--- config.mk ---
export PLATFORM = sky130hd
export DESIGN_NAME = pc_sequencer
export DESIGN_NICKNAME = d
export VERILOG_FILES = /design/src/rtl/pc_sequencer_pkg.sv /design/src/rtl/pc_seq_stack.sv /design/src/rtl/pc_seq_ctrl.sv /design/src/rtl/pc_seq_datapath.sv /design/src/rtl/pc_sequencer.sv
export SDC_FILE = /design/constraint.sdc
export NUM_CORES = 1
export LEC_CHECK = 0
export CORE_MARGIN = 3
export CORE_UTILIZATION = 40
export CTS_CLUSTER_DIAMETER = 80
export DETAILED_ROUTE_END_ITERATION = 16
export DONT_BUFFER_PORTS = 1
export GPL_TIMING_DRIVEN = 0
export MAX_ROUTING_LAYER = met4
export PLACE_DENSITY = 0.58
export SYNTH_ARGS = -nofsm -noshare
export SYNTH_HDL_FRONTEND = slang
export SYNTH_SLANG_ARGS = --single-unit
--- constraint.sdc ---
create_clock -name clk -period 4.3 [get_ports clk]
set_input_delay 0.215 -clock clk [delete_from_list [all_inputs] [get_ports clk]]
set_output_delay 0.215 -clock clk [all_outputs]
set_load 0.02 [all_outputs]
--- src/rtl/pc_sequencer_pkg.sv ---
`timescale 1ns/1ps
package pc_sequencer_pkg;
  typedef struct packed {
    logic incr;
    logic loadTarget;
    logic loadVector;
    logic popLoad;
    logic push;
    logic setGie;
  } seqStrobes_t;
endpackage

--- src/rtl/pc_seq_stack.sv ---
`timescale 1ns/1ps
module pc_seq_stack #(
  parameter int WIDTH = 10,
  parameter int DEPTH = 8
) (
  input  logic             clk,
  input  logic             rstN,
  input  logic             push,
  input  logic             pop,
  input  logic [WIDTH-1:0] pushData,
  output logic [WIDTH-1:0] topData
);
  localparam int PTR_W = (DEPTH > 1) ? $clog2(DEPTH) : 1;

  logic [WIDTH-1:0] slots [DEPTH];
  logic [PTR_W-1:0] ptr;
  logic [PTR_W-1:0] ptrBelow;

  // pointer names the next free slot; wraps in both directions
  assign ptrBelow = ptr - PTR_W'(1);
  assign topData  = slots[ptrBelow];

  always_ff @(posedge clk or negedge rstN) begin
    if (!rstN) begin
      ptr <= '0;
      for (int i = 0; i < DEPTH; i++) slots[i] <= '0;
    end else if (push) begin
      slots[ptr] <= pushData;
      ptr <= ptr + PTR_W'(1);
    end else if (pop) begin
      ptr <= ptrBelow;
    end
  end
endmodule

--- src/rtl/pc_seq_ctrl.sv ---
`timescale 1ns/1ps
module pc_seq_ctrl
  import pc_sequencer_pkg::*;
#(
  parameter int INT_CYCLES  = 3,
  parameter int XFER_CYCLES = 2
) (
  input  logic        clk,
  input  logic        rstN,
  input  logic        skipReq,
  input  logic        intReq,
  input  logic        retReq,
  input  logic        retfieReq,
  input  logic        callReq,
  input  logic        gotoReq,
  output seqStrobes_t strobes,
  output logic        busy
);
  localparam int SKIP_CYCLES = 2;
  localparam int MAX_CYC = (INT_CYCLES > XFER_CYCLES) ? INT_CYCLES : XFER_CYCLES;
  localparam int CNT_W = (MAX_CYC > 2) ? $clog2(MAX_CYC) : 1;

  logic [CNT_W-1:0] busyCnt, busyCntNext;
  logic skipPend, skipPendNext;

  assign busy = (busyCnt != '0);

  always_comb begin
    strobes      = '0;
    busyCntNext  = busyCnt;
    skipPendNext = skipPend;
    if (busy) begin
      busyCntNext = busyCnt - CNT_W'(1);
      if (busyCnt == CNT_W'(1)) begin
        strobes.incr = skipPend;
        skipPendNext = 1'b0;
      end
    end else if (intReq) begin
      strobes.loadVector = 1'b1;
      strobes.push       = 1'b1;
      busyCntNext        = CNT_W'(INT_CYCLES - 1);
    end else if (retfieReq) begin
      strobes.popLoad = 1'b1;
      strobes.setGie  = 1'b1;
      busyCntNext     = CNT_W'(XFER_CYCLES - 1);
    end else if (retReq) begin
      strobes.popLoad = 1'b1;
      busyCntNext     = CNT_W'(XFER_CYCLES - 1);
    end else if (callReq) begin
      strobes.push       = 1'b1;
      strobes.loadTarget = 1'b1;
      busyCntNext        = CNT_W'(XFER_CYCLES - 1);
    end else if (gotoReq) begin
      strobes.loadTarget = 1'b1;
      busyCntNext        = CNT_W'(XFER_CYCLES - 1);
    end else if (skipReq) begin
      strobes.incr = 1'b1;
      skipPendNext = 1'b1;
      busyCntNext  = CNT_W'(SKIP_CYCLES - 1);
    end else begin
      strobes.incr = 1'b1;
    end
  end

  always_ff @(posedge clk or negedge rstN) begin
    if (!rstN) begin
      busyCnt  <= '0;
      skipPend <= 1'b0;
    end else begin
      busyCnt  <= busyCntNext;
      skipPend <= skipPendNext;
    end
  end
endmodule

--- src/rtl/pc_seq_datapath.sv ---
`timescale 1ns/1ps
module pc_seq_datapath
  import pc_sequencer_pkg::*;
#(
  parameter int PC_WIDTH    = 10,
  parameter int STACK_DEPTH = 8,
  parameter int INT_VECTOR  = 2
) (
  input  logic                clk,
  input  logic                rstN,
  input  seqStrobes_t         strobes,
  input  logic [PC_WIDTH-1:0] target,
  output logic [PC_WIDTH-1:0] pc,
  output logic                gie
);
  logic [PC_WIDTH-1:0] pcPlusOne;
  logic [PC_WIDTH-1:0] stackTop;

  assign pcPlusOne = pc + PC_WIDTH'(1);

  pc_seq_stack #(.WIDTH(PC_WIDTH), .DEPTH(STACK_DEPTH)) retStack (
    .clk(clk),
    .rstN(rstN),
    .push(strobes.push),
    .pop(strobes.popLoad),
    .pushData(pcPlusOne),
    .topData(stackTop)
  );

  always_ff @(posedge clk or negedge rstN) begin
    if (!rstN) begin
      pc  <= '1;
      gie <= 1'b0;
    end else begin
      if (strobes.popLoad)         pc <= stackTop;
      else if (strobes.loadVector) pc <= PC_WIDTH'(INT_VECTOR);
      else if (strobes.loadTarget) pc <= target;
      else if (strobes.incr)       pc <= pcPlusOne;
      if (strobes.setGie) gie <= 1'b1;
    end
  end
endmodule

--- src/rtl/pc_sequencer.sv ---
`timescale 1ns/1ps
module pc_sequencer
  import pc_sequencer_pkg::*;
#(
  parameter int PC_WIDTH    = 10,
  parameter int STACK_DEPTH = 8,
  parameter int INT_VECTOR  = 2,
  parameter int INT_CYCLES  = 3,
  parameter int XFER_CYCLES = 2
) (
  input  logic                clk,
  input  logic                rstN,
  input  logic                skipReq,
  input  logic                intReq,
  input  logic                retReq,
  input  logic                retfieReq,
  input  logic                callReq,
  input  logic                gotoReq,
  input  logic [PC_WIDTH-1:0] target,
  output logic [PC_WIDTH-1:0] pc,
  output logic                gie,
  output logic                busy
);
  seqStrobes_t strobes;

  pc_seq_ctrl #(.INT_CYCLES(INT_CYCLES), .XFER_CYCLES(XFER_CYCLES)) ctrl (
    .clk(clk), .rstN(rstN),
    .skipReq(skipReq), .intReq(intReq), .retReq(retReq),
    .retfieReq(retfieReq), .callReq(callReq), .gotoReq(gotoReq),
    .strobes(strobes), .busy(busy)
  );

  pc_seq_datapath #(.PC_WIDTH(PC_WIDTH), .STACK_DEPTH(STACK_DEPTH),
                    .INT_VECTOR(INT_VECTOR)) datapath (
    .clk(clk), .rstN(rstN), .strobes(strobes), .target(target),
    .pc(pc), .gie(gie)
  );
endmodule

==> flow_metrics.env, run 1 <==
export IMPL_status="complete, no violations"
export IMPL_die_w_um=113
export IMPL_ys_types=44
export IMPL_ios=30
export IMPL_post_drt_via_cell_ratio=5.68
export IMPL_avgSynthCellArea_um2=10.8
export IMPL_hp_class="input pin to flop"
export IMPL_ant_nets=0
export IMPL_grt_max_degree=98
export IMPL_yosysTopAreaCell="dfrtp_1"
export IMPL_synth_area_um2=4560
export IMPL_final_seq_area_um2=2440
export IMPL_grt_pass1_vias=3607
export IMPL_yosysWarnings=0
export IMPL_port_buffers=0
export IMPL_finalHoldViolations=0
export IMPL_fin_cells=583
export IMPL_post_drt_wl_per_cell_um=19.1
export IMPL_ir_drop_mv=0.270
export IMPL_min_period_ns=3.26
export IMPL_async_reset_ff_frac=1.00
export IMPL_finClkSkew_ns=0.00570
export IMPL_grt_pass1_wl_mm=18.9
export IMPL_cts_buffer_depth=2
export IMPL_setup_slack_ns=1.04
export IMPL_slew_viol_final=0
export IMPL_yosys_area_top_type_share=0.477
export IMPL_cts_max_level=3
export IMPL_tritoncts_num_buffers=9
export IMPL_cts_tree="built"
export IMPL_wl_mm=11.1
export IMPL_cellPowerDensity_nw_per_um2=674
export IMPL_syn_to_final_growth_pct=11.7
export IMPL_path_buf_inv=4
export IMPL_endpoint_kind="flop"
export IMPL_synth_edff_count=0
export IMPL_crit_slowest_cell="buf_1"
export IMPL_antenna_cells=0
export IMPL_synth_area_top_cells="dfrtp_1 (48%), mux4_2 (9.9%), o21ai_0 (9.1%)"
export IMPL_gr_total_overflow=0
export IMPL_worst_path_dominant_cell_family="buffers and inverters"
export IMPL_synth_seq_cells=97
export IMPL_ys_seq_area_frac=0.535
export IMPL_dp_cells=564
export IMPL_clk_latency_ns=0.35
export IMPL_firstDrtPassIters=5
export IMPL_rsz0062_at_grt="no"
export IMPL_synthFlopType="dfrtp_1"
export IMPL_initial_core_util=0.415
export IMPL_grt_util_met3=0.0406
export IMPL_top_usage_layer="met2"
export IMPL_worstSetupPathType="flop to flop"
export IMPL_post_cts_setup_buffers=0
export IMPL_core_um2=11000
export IMPL_leakagePower_nw=2.07
export IMPL_syn_instance_count=424
export IMPL_synth_nets=445
export IMPL_drc_errors=0
export IMPL_final_cell_mix="dfrtp_1 (87), o21ai_0 (83), nand2_1 (79), mux4_2 (20), clkbuf_1 (17)"
export IMPL_cap_violations=0
export IMPL_drive_gt1_frac=0.147
export IMPL_critPathLaunchType="flop"
export IMPL_cts_sink_count=97
export IMPL_vias=3310
export IMPL_drt_iter0_drc=322
export IMPL_min_period_over_period=0.759
export IMPL_setup_violations_final=0
export IMPL_max_clock_freq_mhz=307
export IMPL_antenna_found_initial=0
export IMPL_pre_cts_slack_ns=0.956
export IMPL_place_gp_congestion=0.828
export IMPL_die_y_um=113
export IMPL_required_ns=4.56
export IMPL_track_usage=0.195
export IMPL_worstPathArrival_ns=3.52
export IMPL_finalSetupTns_ns=0
export IMPL_nets=459
export IMPL_crit_chain="buf_2, buf_1, inv_1, ha_1, clkbuf_1, mux4_2, a222oi_1, o21ai_0"
export IMPL_die_area_um2=12700
export IMPL_cts_root_buf="clkbuf_16"
export IMPL_tightest_slew_ns=1.11
export IMPL_crit_path_max_fanout=10
export IMPL_clk_pin_slew_ns=0.07
export IMPL_relSlewSlack=0.259
export IMPL_final_common_cell="dfrtp_1"
export IMPL_multi_input_comb_area_um2=1980
export IMPL_max_stage_delay_ns=0.68
export IMPL_place_hpwl_mm=7.81
export IMPL_power_w=0.00343
export IMPL_fill_cells=1005
export IMPL_grtUsageMet1=0.255
export IMPL_use_met2=0.303
export IMPL_placementRows=38
==> cells by family after synthesis <==
logic type | count (synthesis) | synth area share
muxes | 31 | 0.125
buffers and inverters | 32 | 0.0310
adders and majority gates | 3 | 0.00823
and+or+nand+nor | 129 | 0.124
DFF | 97 | 0.535
xor gates and xnor gates | 6 | 0.0115
AOI/OAI and AO/OA | 126 | 0.165
==> where the power goes <==
part	internal, W	leakage (nW)	switching (W)
clock	0.000484	0.153	0.000345
combinational	0.000513	0.662	0.000715
sequential	0.00119	1.26	0.000189
total	0.00218	2.07	0.00125
==> state kept, by name, indices dropped and copies added, names as in the netlist <==
name / flops
ctrl.skipPend: 1
datapath.retStack.slots: 80
ctrl.busyCnt: 2
datapath.pc: 10
datapath.gie: 1
datapath.retStack.ptr: 3
==> per-stage QoR <==
step                utilization  hold WS, ns  instance area, µm²
global route              0.464       0.0753                5090
global placement          0.431      -0.0786                4740
detailed placement        0.431      -0.0782                4740
finish                    0.464       0.0720                5090
floorplan                     -      -0.0806                4560
CTS                       0.464       0.0678                5090
==> cells in the mapped netlist, types with 3 or more instances <==
library cell / count
ha_1: 3
xor2_1: 3
nand3_1: 4
o2111ai_1: 8
dfstp_2: 10
o21ai_0: 83
nor4_1: 5
inv_1: 6
nor3_1: 13
o21a_1: 3
clkbuf_1: 16
mux2_2: 9
nand2_1: 79
a222oi_1: 5
nor2_1: 16
dfrtp_1: 87
xnor2_1: 3
mux4_2: 20
a311o_1: 3
a22oi_1: 3
buf_2: 5
a21oi_1: 9
==> layout make-up <==
class / count / share of cell area
Buffer: 25 / 0.0226
Clock buffer: 12 / 0.0503
Clock inverter: 4 / 0.0103
Inverter: 7 / 0.00516
Multi-Input combinational cell: 295 / 0.389
Sequential cell: 97 / 0.479
Tap cell: 140 / 0.0344
Timing Repair Buffer: 3 / 0.00933
==> timing repair <==
item / CTS / global route
hold endpoints to repair: 98 / 0
gates resized for setup: 0 / 0
hold buffers: 3 / 0
==> path summary, 6_finish.rpt <==
path | startpoint | end | slack (ns) | cells past startpoint
setup / recovery | datapath.retStack.ptr[0] | datapath.pc[8] | 1.04 | 8
hold / removal | target[0] | datapath.pc[0] | 0.07 | 2
setup reg to reg | datapath.retStack.ptr[0] | datapath.pc[8] | 1.04 | 8
hold reg to reg | datapath.retStack.slots[74] | datapath.retStack.slots[74] | 0.48 | 2
max in group asynchronous | rstN | datapath.pc[2] | 3.42 | 2
min in group asynchronous | rstN | datapath.retStack.slots[48] | 0.40 | 2
==> routing by layer <==
layer | share of wire | up-vias
met4 | 0.012 | 0
li1 | - | 1579
met5 | 0 | -
met2 | 0.48 | 56
met3 | 0.044 | 10
met1 | 0.46 | 1665
No activity file was read; power rests on OpenSTA's default activity.
==> inputs of run 2 (changes only) <==
--- a/config.mk
+++ b/config.mk
@@ -12,7 +12,7 @@
 export DONT_BUFFER_PORTS = 1
 export GPL_TIMING_DRIVEN = 0
 export MAX_ROUTING_LAYER = met4
-export PLACE_DENSITY = 0.58
+export PLACE_DENSITY = 0.6
 export SYNTH_ARGS = -nofsm -noshare
 export SYNTH_HDL_FRONTEND = slang
 export SYNTH_SLANG_ARGS = --single-unit
==> constraint.sdc (replaced) <==
create_clock -name clk -period 2.74 [get_ports clk]
set_input_delay 0.137 -clock clk [delete_from_list [all_inputs] [get_ports clk]]
set_output_delay 0.137 -clock clk [all_outputs]
set_load 0.02 [all_outputs]
==> run 2 against run 1 <==
Register-to-register slack got worse by 0.77 ns. Global-route usage fell by 1.1 points. Via count grew 2.1%. Largest power group unchanged. Critical path type unchanged.
==> flow_metrics.env, run 2 (synthesized netlist as in run 1, its figures left out) <==
export IMPL_status="complete, no violations"
export IMPL_required_ns=2.99
export IMPL_place_gp_congestion=0.822
export IMPL_post_cts_setup_buffers=0
export IMPL_leakagePower_nw=2.10
export IMPL_endpoint_kind="flop"
export IMPL_use_met2=0.279
export IMPL_fin_cells=587
export IMPL_min_delay_worst_endpoint="datapath.pc[5]"
export IMPL_min_period_ns=2.47
export IMPL_cap_violations=0
export IMPL_worstSetupPathType="flop to flop"
export IMPL_vias=3381
export IMPL_drc_errors=0
export IMPL_cellPowerDensity_nw_per_um2=1060
export IMPL_initial_core_util=0.415
export IMPL_die_area_um2=12700
export IMPL_min_period_over_period=0.901
export IMPL_antenna_found_initial=0
export IMPL_final_cell_mix="dfrtp_1 (87), o21ai_0 (83), nand2_1 (79), mux4_2 (20), nor2_1 (16)"
export IMPL_setup_violations_final=0
export IMPL_rsz0062_at_grt="no"
export IMPL_cts_sink_count=97
export IMPL_relSlewSlack=0.290
export IMPL_cts_max_level=3
export IMPL_clk_pin_slew_ns=0.07
export IMPL_top_usage_layer="met2"
export IMPL_final_seq_area_um2=2440
export IMPL_drt_iter0_drc=333
export IMPL_largest_register="datapath.retStack.slots"
export IMPL_power_frac_comb=0.355
export IMPL_grt_max_degree=98
export IMPL_core_um2=11000
export IMPL_swShare=0.356
export IMPL_post_drt_wl_per_cell_um=18.5
export IMPL_grt_pass1_wl_mm=17.9
export IMPL_finalHoldViolations=0
export IMPL_p_int_w=0.00355
export IMPL_tightest_slew_ns=1.06
export IMPL_finalSetupTns_ns=0
export IMPL_wl_mm=10.9
export IMPL_drive_gt1_frac=0.154
export IMPL_cts_root_buf="clkbuf_16"
export IMPL_final_common_cell="dfrtp_1"
export IMPL_ir_drop_mv=0.500
export IMPL_rr_endpoint="datapath.pc[8]"
export IMPL_clk_latency_ns=0.34
export IMPL_min_path_cells=2
export IMPL_reg2regPathDepth=8
export IMPL_cts_tree="built"
export IMPL_track_usage=0.184
export IMPL_die_y_um=113
export IMPL_max_clock_freq_mhz=405
export IMPL_fill_cells=994
export IMPL_placementRows=38
export IMPL_critPathLaunchType="flop"
export IMPL_gr_total_overflow=0
export IMPL_p_sw_w=0.00196
export IMPL_ant_nets=0
export IMPL_hp_class="input pin to flop"
export IMPL_place_hpwl_mm=7.66
export IMPL_syn_to_final_growth_pct=13.4
export IMPL_crit_path_max_fanout=10
export IMPL_hold_start="target[5]"
export IMPL_dp_cells=564
export IMPL_worstPathArrival_ns=2.72
export IMPL_post_drt_via_cell_ratio=5.76
export IMPL_grtUsageMet1=0.255
export IMPL_reg_top3="datapath.retStack.slots x80, datapath.pc x10, datapath.retStack.ptr x3"
export IMPL_cts_buffer_depth=2
export IMPL_finClkSkew_ns=0.00465
export IMPL_grt_pass1_vias=3276
export IMPL_antenna_cells=0
export IMPL_tritoncts_num_buffers=9
export IMPL_r2r_slack_ns=0.27
export IMPL_multi_input_comb_area_um2=1990
export IMPL_r2r_start="datapath.retStack.ptr[0]"
export IMPL_p_seq_frac=0.392
export IMPL_p_clk_frac=0.252
export IMPL_port_buffers=0
export IMPL_slew_viol_final=0
export IMPL_largest_reg_flops=80
export IMPL_ios=30
export IMPL_nets=463
export IMPL_firstDrtPassIters=4
export IMPL_grt_util_met3=0.0251
export IMPL_die_w_um=113
## run 2: changes by cell type in the layout (fill, tap and decap cells not counted), sizes merged
cell | previous run | this run
bufinv | 1 | 2
clkinv | 4 | 1
clkinvlp | 0 | 2
dlygate4sd3 | 2 | 6
## run 2: stage by stage
| step | setup WS, ns | instance area (µm²) | hold slack [ns] | total power, W | utilization |
|---|---|---|---|---|---|
| floorplan | 0.124 | 4560 | -0.159 | 0.00356 | - |
| global placement | -0.615 | 4740 | -0.152 | 0.00402 | 0.431 |
| detailed placement | -0.603 | 4740 | -0.151 | 0.00407 | 0.431 |
| CTS | 0.0336 | 5170 | 0.00698 | 0.00551 | 0.470 |
| global route | 0.0121 | 5170 | 0.0233 | 0.00585 | 0.471 |
| finish | 0.270 | 5170 | 0.00624 | 0.00550 | 0.471 |
## run 2: worst max path at each step
stage,from,to,cells after the start
finish,datapath.retStack.ptr[0],datapath.pc[8],8
CTS,datapath.retStack.ptr[0],datapath.pc[8],8
floorplan,datapath.retStack.ptr[0],datapath.pc[5],8
global placement,datapath.retStack.ptr[0],datapath.pc[8],8
detailed placement,datapath.retStack.ptr[0],datapath.pc[8],8
global route,datapath.retStack.ptr[0],datapath.pc[3],9
## run 2: timing repair
item	in CTS	in global routing
gates resized for setup	7	6
endpoints found under the hold margin	102	0
pin swaps	0	0
hold buffers	7	0
setup endpoints to repair	10	9
gates cloned	0	0
## run 2: cell type report
cell class	instances	area share
Sequential cell	97	0.472
Multi-Input combinational cell	295	0.384
Clock buffer	12	0.0496
Tap cell	140	0.0339
Buffer	25	0.0244
Timing Repair Buffer	7	0.0169
Clock inverter	4	0.0145
Inverter	7	0.00508
## run 2: metal layers
layer  routed length [µm]  up-vias
li1                     -     1583
met3                  352       15
met2                 5160       61
met4                  208        0
met5                    0        -
met1                 5140     1722
## run 2: power by group through the flow
stage               Clock, W  Sequential (W)  Combinational [W]
floorplan                  0         0.00210            0.00146
global placement           0         0.00216            0.00187
detailed placement         0         0.00218            0.00189
CTS                  0.00140         0.00216            0.00195
global route         0.00147         0.00221            0.00217
finish               0.00139         0.00216            0.00195
## run 2: worst max-delay path: stages (launching register included)
cell and delay, ns:
dfrtp_1 0.35, buf_2 0.22, buf_4 0.28, inv_1 0.07, ha_1 0.36, clkbuf_4 0.27
mux4_2 0.35, a222oi_1 0.32, o21ai_0 0.14
